<file path="src/rtl/vic_pkg.sv">
package vic_pkg;

   // Register word addresses with fixed meaning
   localparam int unsigned REG_EN_NUM   = 0;
   localparam int unsigned REG_DIS_NUM  = 1;
   localparam int unsigned REG_EN_LO    = 2;
   localparam int unsigned REG_EN_HI    = 3;
   localparam int unsigned REG_DIS_LO   = 4;
   localparam int unsigned REG_DIS_HI   = 5;
   localparam int unsigned REG_MASK     = 6;
   localparam int unsigned REG_VEC      = 7;
   // Lowest address of the priority block (holds the highest source group)
   localparam int unsigned REG_PRIO_LOW = 16;

endpackage

</file>
<file path="src/rtl/vic_regs.sv">
module vic_regs
   import vic_pkg::*;
#(
   parameter int unsigned NUM_SRC = 64,
   parameter int unsigned PRIO_W  = 4,
   parameter int unsigned DATA_W  = 32,
   parameter int unsigned ADDR_W  = 5
) (
   input  logic                        clk,
   input  logic                        rst_n,
   input  logic                        we_i,
   input  logic [ADDR_W-1:0]           addr_i,
   input  logic [DATA_W-1:0]           wdata_i,
   output logic [NUM_SRC-1:0]          en_o,
   output logic [NUM_SRC*PRIO_W-1:0]   prio_o,
   output logic [PRIO_W-1:0]           mask_o
);

   localparam int unsigned PER_WORD = DATA_W / PRIO_W;
   localparam int unsigned GROUPS   = NUM_SRC / PER_WORD;
   localparam int unsigned SRC_W    = $clog2(NUM_SRC);
   localparam int unsigned PRIO_TOP = REG_PRIO_LOW + GROUPS - 1;

   logic [NUM_SRC-1:0]        en_q, en_d;
   logic [NUM_SRC*PRIO_W-1:0] prio_q;
   logic [PRIO_W-1:0]         mask_q;
   logic [GROUPS-1:0]         prio_hit;
   logic                      num_ok;
   logic [SRC_W-1:0]          num;

   assign num_ok = (wdata_i < DATA_W'(NUM_SRC));
   assign num    = wdata_i[SRC_W-1:0];

   // Enable update: one register write per cycle
   always_comb begin
      en_d = en_q;
      if (we_i) begin
         case (addr_i)
            ADDR_W'(REG_EN_NUM):  if (num_ok) en_d[num] = 1'b1;
            ADDR_W'(REG_DIS_NUM): if (num_ok) en_d[num] = 1'b0;
            ADDR_W'(REG_EN_LO):   en_d[DATA_W-1:0] = en_q[DATA_W-1:0] | wdata_i;
            ADDR_W'(REG_EN_HI):   en_d[NUM_SRC-1:DATA_W] = en_q[NUM_SRC-1:DATA_W] | wdata_i;
            ADDR_W'(REG_DIS_LO):  en_d[DATA_W-1:0] = en_q[DATA_W-1:0] & ~wdata_i;
            ADDR_W'(REG_DIS_HI):  en_d[NUM_SRC-1:DATA_W] = en_q[NUM_SRC-1:DATA_W] & ~wdata_i;
            default: ;
         endcase
      end
   end

   always_ff @(posedge clk or negedge rst_n) begin
      if (!rst_n) en_q <= '0;
      else        en_q <= en_d;
   end

   // Priority word decode: group g lives at PRIO_TOP - g
   for (genvar g = 0; g < GROUPS; g++) begin : g_prio_dec
      assign prio_hit[g] = we_i && (addr_i == ADDR_W'(PRIO_TOP - g));
   end

   always_ff @(posedge clk or negedge rst_n) begin
      if (!rst_n) begin
         prio_q <= '0;
      end else begin
         for (int g = 0; g < GROUPS; g++) begin
            if (prio_hit[g]) prio_q[g*DATA_W +: DATA_W] <= wdata_i;
         end
      end
   end

   always_ff @(posedge clk or negedge rst_n) begin
      if (!rst_n)                                       mask_q <= '0;
      else if (we_i && addr_i == ADDR_W'(REG_MASK))     mask_q <= wdata_i[PRIO_W-1:0];
   end

   assign en_o   = en_q;
   assign prio_o = prio_q;
   assign mask_o = mask_q;


   en_set_chk: assert property (@(posedge clk) disable iff (!rst_n)
      (we_i && addr_i == ADDR_W'(REG_EN_NUM) && num_ok) |=> en_q[$past(num)]);


   en_clr_chk: assert property (@(posedge clk) disable iff (!rst_n)
      (we_i && addr_i == ADDR_W'(REG_DIS_NUM) && num_ok) |=> !en_q[$past(num)]);


   num_range_chk: assert property (@(posedge clk) disable iff (!rst_n)
      (we_i && !num_ok && (addr_i == ADDR_W'(REG_EN_NUM) || addr_i == ADDR_W'(REG_DIS_NUM)))
      |=> $stable(en_q));


   mask_hold_chk: assert property (@(posedge clk) disable iff (!rst_n)
      !(we_i && addr_i == ADDR_W'(REG_MASK)) |=> $stable(mask_q));

endmodule

</file>
<file path="src/rtl/vic_arbiter.sv">
module vic_arbiter #(
   parameter int unsigned NUM_SRC  = 64,
   parameter int unsigned PRIO_W   = 4,
   parameter int unsigned GROUP_SZ = 8,
   parameter bit          SPLIT    = 1'b1
) (
   input  logic [NUM_SRC-1:0]        req_i,
   input  logic [NUM_SRC-1:0]        en_i,
   input  logic [NUM_SRC*PRIO_W-1:0] prio_i,
   input  logic [PRIO_W-1:0]         mask_i,
   output logic                      valid_o,
   output logic [$clog2(NUM_SRC)-1:0] idx_o,
   output logic [PRIO_W-1:0]         prio_o
);

   localparam int unsigned SRC_W  = $clog2(NUM_SRC);
   localparam int unsigned GW     = $clog2(GROUP_SZ);
   localparam int unsigned NGROUP = NUM_SRC / GROUP_SZ;

   logic [NUM_SRC-1:0] elig;

   for (genvar i = 0; i < NUM_SRC; i++) begin : g_elig
      assign elig[i] = req_i[i] && en_i[i] && (prio_i[i*PRIO_W +: PRIO_W] > mask_i);
   end

   if (!SPLIT) begin : g_flat
      // Single scan across all sources; >= lets the higher number win ties
      always_comb begin
         valid_o = 1'b0;
         idx_o   = '0;
         prio_o  = '0;
         for (int i = 0; i < NUM_SRC; i++) begin
            if (elig[i] && (!valid_o || prio_i[i*PRIO_W +: PRIO_W] >= prio_o)) begin
               valid_o = 1'b1;
               idx_o   = SRC_W'(i);
               prio_o  = prio_i[i*PRIO_W +: PRIO_W];
            end
         end
      end
   end else begin : g_split
      logic [NGROUP-1:0]        gv;
      logic [NGROUP*GW-1:0]     gi;
      logic [NGROUP*PRIO_W-1:0] gp;

      for (genvar g = 0; g < NGROUP; g++) begin : g_grp
         logic              lv;
         logic [GW-1:0]     li;
         logic [PRIO_W-1:0] lp;
         always_comb begin
            lv = 1'b0;
            li = '0;
            lp = '0;
            for (int k = 0; k < GROUP_SZ; k++) begin
               if (elig[g*GROUP_SZ+k] &&
                   (!lv || prio_i[(g*GROUP_SZ+k)*PRIO_W +: PRIO_W] >= lp)) begin
                  lv = 1'b1;
                  li = GW'(k);
                  lp = prio_i[(g*GROUP_SZ+k)*PRIO_W +: PRIO_W];
               end
            end
         end
         assign gv[g]                 = lv;
         assign gi[g*GW +: GW]        = li;
         assign gp[g*PRIO_W +: PRIO_W] = lp;
      end

      always_comb begin
         valid_o = 1'b0;
         idx_o   = '0;
         prio_o  = '0;
         for (int g = 0; g < NGROUP; g++) begin
            if (gv[g] && (!valid_o || gp[g*PRIO_W +: PRIO_W] >= prio_o)) begin
               valid_o = 1'b1;
               idx_o   = SRC_W'(g*GROUP_SZ) + SRC_W'(gi[g*GW +: GW]);
               prio_o  = gp[g*PRIO_W +: PRIO_W];
            end
         end
      end
   end

endmodule

</file>
<file path="src/rtl/vic_top.sv">
module vic_top
   import vic_pkg::*;
#(
   parameter int unsigned NUM_SRC  = 64,
   parameter int unsigned PRIO_W   = 4,
   parameter int unsigned DATA_W   = 32,
   parameter int unsigned ADDR_W   = 5,
   parameter int unsigned GROUP_SZ = 8,
   parameter bit          SPLIT    = 1'b1
) (
   input  logic               clk,
   input  logic               rst_n,
   input  logic [63:0]        src_i,
   input  logic               we_i,
   input  logic [4:0]         addr_i,
   input  logic [31:0]        wdata_i,
   output logic [31:0]        rdata_o,
   output logic               irq_o
);

   localparam int unsigned SRC_W    = $clog2(NUM_SRC);
   localparam int unsigned PER_WORD = DATA_W / PRIO_W;
   localparam int unsigned GROUPS   = NUM_SRC / PER_WORD;
   localparam int unsigned HALF_W   = DATA_W / 2;
   localparam int unsigned PRIO_TOP = REG_PRIO_LOW + GROUPS - 1;

   // Elaboration-time parameter checks
   initial begin
      if (NUM_SRC != 64 || DATA_W != 32 || ADDR_W != 5)
         $error("vic_top: port widths fixed at 64 sources, 32-bit data, 5-bit address");
      if (NUM_SRC != 2 * DATA_W)
         $error("vic_top: bulk registers need NUM_SRC == 2*DATA_W");
      if (DATA_W % PRIO_W != 0 || NUM_SRC % PER_WORD != 0)
         $error("vic_top: priorities must pack evenly into words");
      if (NUM_SRC % GROUP_SZ != 0 || (1 << $clog2(GROUP_SZ)) != GROUP_SZ)
         $error("vic_top: GROUP_SZ must be a power of two dividing NUM_SRC");
      if (SRC_W > HALF_W || PRIO_W > HALF_W)
         $error("vic_top: vector fields overflow");
      if (PRIO_TOP >= (1 << ADDR_W))
         $error("vic_top: priority block exceeds address space");
   end

   logic [NUM_SRC-1:0]        en;
   logic [NUM_SRC*PRIO_W-1:0] prio;
   logic [PRIO_W-1:0]         mask;
   logic                      win_v;
   logic [SRC_W-1:0]          win_idx;
   logic [PRIO_W-1:0]         win_prio;
   logic [DATA_W-1:0]         vec;

   vic_regs #(
      .NUM_SRC(NUM_SRC), .PRIO_W(PRIO_W), .DATA_W(DATA_W), .ADDR_W(ADDR_W)
   ) u_regs (
      .clk(clk), .rst_n(rst_n), .we_i(we_i), .addr_i(addr_i), .wdata_i(wdata_i),
      .en_o(en), .prio_o(prio), .mask_o(mask)
   );

   vic_arbiter #(
      .NUM_SRC(NUM_SRC), .PRIO_W(PRIO_W), .GROUP_SZ(GROUP_SZ), .SPLIT(SPLIT)
   ) u_arb (
      .req_i(src_i), .en_i(en), .prio_i(prio), .mask_i(mask),
      .valid_o(win_v), .idx_o(win_idx), .prio_o(win_prio)
   );

   assign irq_o = win_v;
   assign vec   = win_v ? {HALF_W'(win_idx), HALF_W'(win_prio)} : '1;

   always_comb begin
      rdata_o = '0;
      if (addr_i >= ADDR_W'(REG_PRIO_LOW) && addr_i <= ADDR_W'(PRIO_TOP)) begin
         for (int g = 0; g < GROUPS; g++) begin
            if (addr_i == ADDR_W'(PRIO_TOP - g)) rdata_o = prio[g*DATA_W +: DATA_W];
         end
      end else begin
         case (addr_i)
            ADDR_W'(REG_EN_LO): rdata_o = en[DATA_W-1:0];
            ADDR_W'(REG_EN_HI): rdata_o = en[NUM_SRC-1:DATA_W];
            ADDR_W'(REG_MASK):  rdata_o = DATA_W'(mask);
            ADDR_W'(REG_VEC):   rdata_o = vec;
            default:            rdata_o = '0;
         endcase
      end
   end


   irq_elig_chk: assert property (@(posedge clk) disable iff (!rst_n)
      irq_o |-> (src_i[win_idx] && en[win_idx]));


   irq_quiet_chk: assert property (@(posedge clk) disable iff (!rst_n)
      (src_i == '0) |-> !irq_o);


   above_mask_chk: assert property (@(posedge clk) disable iff (!rst_n)
      irq_o |-> (win_prio > mask));


   vec_empty_chk: assert property (@(posedge clk) disable iff (!rst_n)
      (!irq_o && addr_i == ADDR_W'(REG_VEC)) |-> (rdata_o == '1));

endmodule

</file>
<file path="config.mk">
export PLATFORM = sky130hd
export DESIGN_NAME = vic_top
export DESIGN_NICKNAME = d
export VERILOG_FILES = /design/src/rtl/vic_pkg.sv /design/src/rtl/vic_regs.sv /design/src/rtl/vic_arbiter.sv /design/src/rtl/vic_top.sv
export SDC_FILE = /design/constraint.sdc
export NUM_CORES = 2
export LEC_CHECK = 0
export BUFFER_PORTS_ARGS = -buffer_cell sky130_fd_sc_hd__buf_4
export CAP_MARGIN = 10
export CORE_MARGIN = 1
export CORE_UTILIZATION = 25
export CTS_BUF_LIST = sky130_fd_sc_hd__clkbuf_4
export DETAILED_ROUTE_END_ITERATION = 10
export PLACE_DENSITY = 0.46
export SKIP_LAST_GASP = 1
export SLEW_MARGIN = 5
export SYNTH_ARGS = -nofsm -noshare
export SYNTH_HDL_FRONTEND = slang
export SYNTH_SLANG_ARGS = --single-unit
</file>
<file path="constraint.sdc">
create_clock -name clk -period 74.3 [get_ports clk]
set_clock_uncertainty 0.05 [all_clocks]
set_input_delay 22.29 -clock clk [delete_from_list [all_inputs] [get_ports clk]]
set_output_delay 22.29 -clock clk [all_outputs]
set_load 0.01 [all_outputs]
</file>
Word level (Yosys, flattened, before mapping)
Index checks and enable logic that the tools add are counted.
{ "word_totals": {"reg_bits": 324, "out_inout_bits": 33} }
{ "classes": {"addsub": 7, "magnitude_cmp": 132, "eq_ne": 17, "n_mux": 225, "n_bitwise": 8, "n_reduce_logical": 333} }
{ "ops": {"columns": ["operator", "count"], "rows": [
  ["32-bit one-hot mux with 4 select lines", 3],
  ["32-bit two-way mux", 10],
  ["4-bit two-way mux", 72],
  ["4-bit greater-than comparator", 64],
  ["4-bit >= comparator", 63],
  ["1-bit logical AND", 202],
  ["64-bit two-way mux", 2],
  ["3-bit two-way mux", 35],
  ["1-bit two-way mux", 81],
  ["32-bit bitwise AND", 2],
  ["64-bit bitwise AND", 1],
  ["64-bit NOT", 1],
  ["32-bit OR", 2],
  ["64-bit OR", 1],
  ["1-bit logical NOT", 63],
  ["1-bit logical OR", 63],
  ["6-bit two-way mux", 7],
  ["5-bit == test, second input constant", 8],
  ["32-bit by 7-bit < comparator with 1-bit output, second input constant", 1],
  ["32-bit NOT", 1],
  ["2-bit two-way mux", 14],
  ["5-bit by 3-bit == test with 1-bit output, second input constant", 4],
  ["5-bit by 3-bit adder with 6-bit output, first input constant", 2],
  ["6-bit by 3-bit adder with 6-bit output, first input constant", 2],
  ["14 further kinds", 18]
]} }

Logic depth before layout (Yosys ltp)
{ "logic_depth": {"word_depth": 63, "mapped_depth": 133, "mapped_depth_nobuf": 123} }

By module
From an unflattened synthesis, not the netlist that was laid out.
{ "hier_totals": {"cells_unflattened": 3741, "area_unflattened_um2": 34615.7} }
{ "modules_own_cells": {"columns": ["mod", "instances", "cells_each", "area_each_um2", "seq_area_each_um2"], "rows": [
  ["vic_arbiter", 1, 2217, 16801.1, 0.0],
  ["vic_regs", 1, 1121, 14725.4, 8107.8],
  ["vic_top", 1, 403, 3089.2, 0.0]
]} }

Worst setup path before layout
Ideal clock, no wire load.
{ "synth_path": {"path_kind": "in2out", "start": "input port src_i[8]", "end": "output port rdata_o[2]", "arrival_ps": 44200, "t_required_ps": 51960, "setup_slack_ps": 7760, "cell_stages": 123, "path_cell_list": "nand3_1 -> a21oi_1 -> nand2_1 -> ha_1 -> a21oi_1 -> o21ai_0 -> a21oi_1 -> a22oi_1 -> ha_1 -> o21ai_0 -> a21oi_1 -> a211o_1 -> a221oi_1 -> nor2_1 -> ha_1 -> o21ai_0 -> a21oi_1 -> a311o_1 -> [87 not listed] -> a21o_1 -> a21oi_1 -> a21o_1 -> buf_2 -> nor2_1 -> a21o_1 -> ha_1 -> nand2b_1 -> a21o_1 -> a21o_1 -> a21oi_1 -> a22o_1 -> buf_6 -> nor2b_4 -> buf_6 -> nand2_1 -> a2111oi_0 -> o31ai_1"} }
{ "synth_between": {"elab_chain_cells": 62, "elab_cells_between_ends": 90, "classes_between": "14 x order compare; 33 x mux; 43 x reduce/logical"} }
{ "synth_lines": {"columns": ["item", "line_no", "source"], "rows": [
  ["from (decl)", "vic_top.sv:13", "input logic [63:0] src_i,"],
  ["1-bit logical AND (*) (2 in series)", "vic_arbiter.sv:23", "assign elig[i] = req_i[i] && en_i[i] && (prio_i[i*PRIO_W +: PRIO_W] > mask_i);"],
  ["4-bit two-way mux or 1-bit two-way mux (tied branches)", "vic_arbiter.sv:54", "if (elig[g*GROUP_SZ+k] &&"],
  ["4-bit >= comparator or 1-bit logical NOT (tied branches)", "vic_arbiter.sv:55", "(!lv || prio_i[(g*GROUP_SZ+k)*PRIO_W +: PRIO_W] >= lp)) begin"],
  ["1-bit logical OR", "vic_arbiter.sv:55", null],
  ["1-bit logical AND", "vic_arbiter.sv:54", null],
  ["4-bit two-way mux or 1-bit two-way mux (tied branches)", "vic_arbiter.sv:54", null],
  ["4-bit >= comparator or 1-bit logical NOT (tied branches)", "vic_arbiter.sv:55", null],
  ["1-bit logical OR", "vic_arbiter.sv:55", null],
  ["[45 not listed]", null, null],
  ["4-bit two-way mux or 1-bit two-way mux (tied branches)", "vic_arbiter.sv:72", "if (gv[g] && (!valid_o || gp[g*PRIO_W +: PRIO_W] >= prio_o)) begin"],
  ["4-bit >= comparator or 1-bit logical NOT (tied branches)", "vic_arbiter.sv:72", null],
  ["1-bit logical OR", "vic_arbiter.sv:72", null],
  ["1-bit logical AND", "vic_arbiter.sv:72", null],
  ["4-bit two-way mux or 1-bit two-way mux (tied branches)", "vic_arbiter.sv:72", null],
  ["32-bit two-way mux (*)", "vic_top.sv:66", "assign vec = win_v ? {HALF_W'(win_idx), HALF_W'(win_prio)} : '1;"],
  ["32-bit one-hot mux with 4 select lines (*)", "vic_top.sv:75", "case (addr_i)"],
  ["32-bit two-way mux (*)", "vic_top.sv:70", "if (addr_i >= ADDR_W'(REG_PRIO_LOW) && addr_i <= ADDR_W'(PRIO_TOP)) begin"],
  ["to (decl)", "vic_top.sv:17", "output logic [31:0] rdata_o,"]
]} }
Mark *: on every way between the ends. The rest lies on a longest branch, timed or not.

Final worst setup path
{ "layout_path": {"start": "input port src_i[0]", "end": "output port rdata_o[21]"} }
{ "layout_between": {"elab_chain_cells": 63, "elab_cells_between_ends": 98, "classes_between": "14 x order compare; 40 x mux; 44 x reduce/logical"} }
{ "layout_lines": {"columns": ["item", "line_no"], "rows": [
  ["1-bit logical AND (*) (2 in series)", "vic_arbiter.sv:23"],
  ["4-bit two-way mux or 1-bit two-way mux (tied branches)", "vic_arbiter.sv:54"],
  ["4-bit >= comparator or 1-bit logical NOT (tied branches)", "vic_arbiter.sv:55"],
  ["1-bit logical OR", "vic_arbiter.sv:55"],
  ["1-bit logical AND", "vic_arbiter.sv:54"],
  ["4-bit two-way mux or 1-bit two-way mux (tied branches)", "vic_arbiter.sv:54"],
  ["4-bit >= comparator or 1-bit logical NOT (tied branches)", "vic_arbiter.sv:55"],
  ["1-bit logical OR", "vic_arbiter.sv:55"],
  ["[46 not listed]", null],
  ["4-bit two-way mux or 1-bit two-way mux (tied branches)", "vic_arbiter.sv:72"],
  ["4-bit >= comparator or 1-bit logical NOT (tied branches)", "vic_arbiter.sv:72"],
  ["1-bit logical OR", "vic_arbiter.sv:72"],
  ["1-bit logical AND", "vic_arbiter.sv:72"],
  ["6-bit two-way mux or 1-bit two-way mux (tied branches)", "vic_arbiter.sv:72"],
  ["32-bit two-way mux (*)", "vic_top.sv:66"],
  ["32-bit one-hot mux with 4 select lines (*)", "vic_top.sv:75"],
  ["32-bit two-way mux (*)", "vic_top.sv:70"]
]} }
Marked as above.

==> results.tsv <==
stage	metric	value	unit
floorplanning	dieWidth	364	microns
sta	maxSlewHeadroom	18.8	%
floorplanning	fp.dieArea	133000	sq um
sta	finalHoldViolCount	0	
outcome	status	finished clean	
cells_and_area	instances_no_fill	5699	
clock_network	cts_buffers	108	
synthesis	yosysTopAreaCell	dfrtp_1	
global_routing	grtUsageTotal	23.9	%
routing	wl_per_cell	28.4	microns
synthesis	avgSynthCellArea	8.76	sq um
synthesis	yosys.area_share.adder	19.4	%
floorplanning	rows	132	
synthesis	synthTopCellsByArea	dfrtp_1 (25%), ha_1 (19%), mux2_2 (10%)	
synthesis	yosysSeqAreaShare	24.7	%
setup_path	start_kind	input port	
setup_path	crit_slowest_cell	a41oi_1	
synthesis	synth_nets	4354	
power	p_leak	16.2	nW
setup_path	critPathMostFrequentCell	a21o_1	
placed_design	place.gp.congestion	0.969	
synthesis	synth_top_area_share	24.7	%
clock_network	ctsLongestPathBuffers	3	
sta	rsz0062_at_grt	no	
placed_design	dp_cells	5487	
synthesis	synth_top_family_by_area	compound AO/OA/AOI/OAI gates	
floorplanning	start_util	25.3	%
synthesis	synth_ff_type	dfrtp_1	
power	irDropWorstVdd	0.0000128	V
clock_network	h-tree-depth	3	
synthesis	synth.area.mux_share	11.2	%
setup_path	timing.critical_path.slowest_cell_delay	0.96	ns
synthesis	synth_warnings	0	
routing	vias	32200	
setup_path	path_max_fanout	15	
synthesis	ys_seq_elements	324	
routing	firstDrtPassIters	7	
routing	via_per_inst	5.64	
global_routing	antenna_found_initial	15	
sta	hold_ws	0.452	ns
sta	drv_slew	0	
sta	finalSetupViolCount	0	
power	p_per_area	27.6	nW/um^2
placed_design	portBuffers	136	
clock_network	clkSinkCount	324	
clock_network	cts_root_buf	clkbuf_4	
floorplanning	io_pins	137	
routing	ant_nets	0	
worst_hold_path	hold_class	flip-flop to flip-flop	
global_routing	globalRouteOverflowTotal	0	
setup_path	cp-end-kind	output port	
sta	fin_crit_sh	94.5	%
clock_network	clkTransAtPathRegs	0.05	ns
setup_path	critPathArrivalTime	47.87	ns
sta	timing.final.crit_period	70.21	ns
global_routing	grt_pass1_vias	30100	
clock_network	cts_tree	built	
placed_design	dp_hpwl	120	mm
sta	tightest_slew	1.22	ns
clock_network	cts_setup_buffers	0	
synthesis	syn_area	32800	sq um
floorplanning	die_h	364	microns
cells_and_area	n_fill_cell	14100	
routing	drt_iter0_markers	3467	
synthesis	synth-xor-area-share	0	%
clock_network	clk_latency	0.99	ns
cells_and_area	nNetsFinal	4468	
synthesis	ys_types	85	
global_routing	grt_pass1_wl	228	mm
synthesis	synth_compound_area_share	26.8	%
clock_network	cts_hold_buf	0	
synthesis	synthCells	3742	
setup_path	critPathRequiredTime	51.96	ns
sta	fmax	0.0142	GHz
synthesis	synth_edf_count	0	
power	p_total	1.03	mW
cells_and_area	drive_gt1_share	18.4	%
synthesis	synthArstFlopShare	100	%
cells_and_area	fin_util	28.6	%
global_routing	grt_max_degree	106	
cells_and_area	syn2layout_area_growth	13.4	%
sta	fin_setup_tns	0	ns
floorplanning	coreArea	130000	sq um
routing	routed_wl	162	mm
synthesis	yosys.area_share.simple	13.9	%
clock_network	cts_resized	0	
routing	drc	0	
job	maxCapViolations	0	
setup_path	worstSetupPathType	input port to output port	
==> cells in the final DEF, fill, tap and decap left out, types with 24 or more instances in the layout <==
master | netlist | routed
mux2i_1 | 37 | 37
a21o_1 | 170 | 170
inv_1 | 158 | 155
a22o_1 | 40 | 40
mux2_2 | 292 | 292
a31oi_1 | 52 | 52
clkbuf_4 | 0 | 155
a22oi_1 | 86 | 86
o22ai_1 | 45 | 45
ha_1 | 508 | 508
nand2b_1 | 69 | 69
nor3_1 | 28 | 24
o21ai_0 | 227 | 227
nor2_1 | 246 | 236
nor2b_1 | 70 | 70
nand3_1 | 114 | 114
o21a_1 | 72 | 72
buf_4 | 1 | 187
clkinv_1 | 0 | 34
nand4_1 | 75 | 75
dfrtp_1 | 324 | 323
a21oi_1 | 303 | 303
a221oi_1 | 28 | 28
nand2_1 | 211 | 211
o211ai_1 | 72 | 72
and2_1 | 25 | 25
==> cell type report <==
class / instances / area, sq um / area share (%)
repair buffers: 191 / 1460 / 3.94
multi-input cells: 3073 / 23400 / 63.0
well taps: 1742 / 2180 / 5.86
clock buffers: 155 / 1160 / 3.13
diodes: 11 / 27.5 / 0.0740
flip-flops and latches: 324 / 8110 / 21.8
clock inverters: 45 / 194 / 0.522
inverters: 158 / 597 / 1.61
==> per-stage QoR <==
stage / setup slack [ns] / instance area, sq um
3_3_place_gp: 4.41 / 35800
5_1_grt: 1.77 / 37200
6_report: 4.09 / 37200
4_1_cts: 4.37 / 37100
2_1_floorplan: 7.76 / 32800
3_5_place_dp: 4.46 / 35800
==> cells by family (layout without fill, tap and decap cells) <==
kind of cell             after synthesis  count (layout)
AO/OA/AOI/OAI                       1310            1310
AND/OR/NAND/NOR                      926             926
adder cells (fa/ha/maj)              508             508
buffers and inverters                345             549
multiplexers                         329             329
flip-flops                           324             324
other                                  0              11
==> critical path, delay by kind of cell <==
family,cells,cell delay [ns]
AND/OR/NAND/NOR,27,4.38
buffers and inverters,7,1.01
multiplexers,2,0.70
adder cells (fa/ha/maj),14,3.64
AO/OA/AOI/OAI,69,15.85
==> layer usage <==
layer	routed length [microns]	vias to the layer above	GRT usage (%)	part of all wire (%)
met1	71800	15800	33.2	44
li1	-	14600	-	-
met4	7710	8	10.3	4.8
met3	12300	317	3.84	7.6
met2	70100	1448	36.5	43
met5	60	-	0	0.037
==> final timing paths <==
check	startpoint	end	slack, ns	cells past startpoint
max	src_i[0]	rdata_o[21]	4.09	119
min	u_regs.prio_o[184]	u_regs.prio_o[184]	0.45	1
max reg2reg	u_regs.mask_o[0]	u_regs.mask_o[0]	72.61	2
min reg2reg	u_regs.prio_o[184]	u_regs.prio_o[184]	0.45	1
max in group asynchronous	rst_n	u_regs.prio_o[54]	50.70	3
min in group asynchronous	rst_n	u_regs.prio_o[231]	21.25	1
==> cells in the mapped netlist, types with 8 or more instances <==
master	instances
ha_1	508
a31oi_1	52
o221ai_1	22
a221oi_1	28
and2_1	25
a21boi_0	9
mux2i_1	37
buf_1	30
o31ai_1	14
a22oi_1	86
o211ai_1	72
nand3_1	114
a22o_1	40
o22ai_1	45
o21ai_0	227
o2111ai_1	15
nand4_1	75
dfrtp_1	324
nor2_1	246
or2_2	23
mux2_2	292
inv_1	158
a21o_1	170
nand2_1	211
a211o_1	9
nor3_1	28
nand2b_1	69
a222oi_1	16
nor2b_1	70
or3_1	13
a211oi_1	21
a21oi_1	303
clkbuf_1	150
o2bb2ai_1	8
o21a_1	72
nor4_1	13
==> power by group <==
group | leakage, nW | switching [mW] | total (mW) | internal [mW]
Combinational | 11.2 | 0.311 | 0.538 | 0.227
Sequential | 4.17 | 0.0815 | 0.292 | 0.210
Clock | 0.812 | 0.0997 | 0.196 | 0.0962
==> registers in the layout, summed over array words and instances (netlist names) <==
signal         count
u_regs.mask_o      4
u_regs.en_o       64
u_regs.prio_o    256
Power figures use the tool's default switching activity.
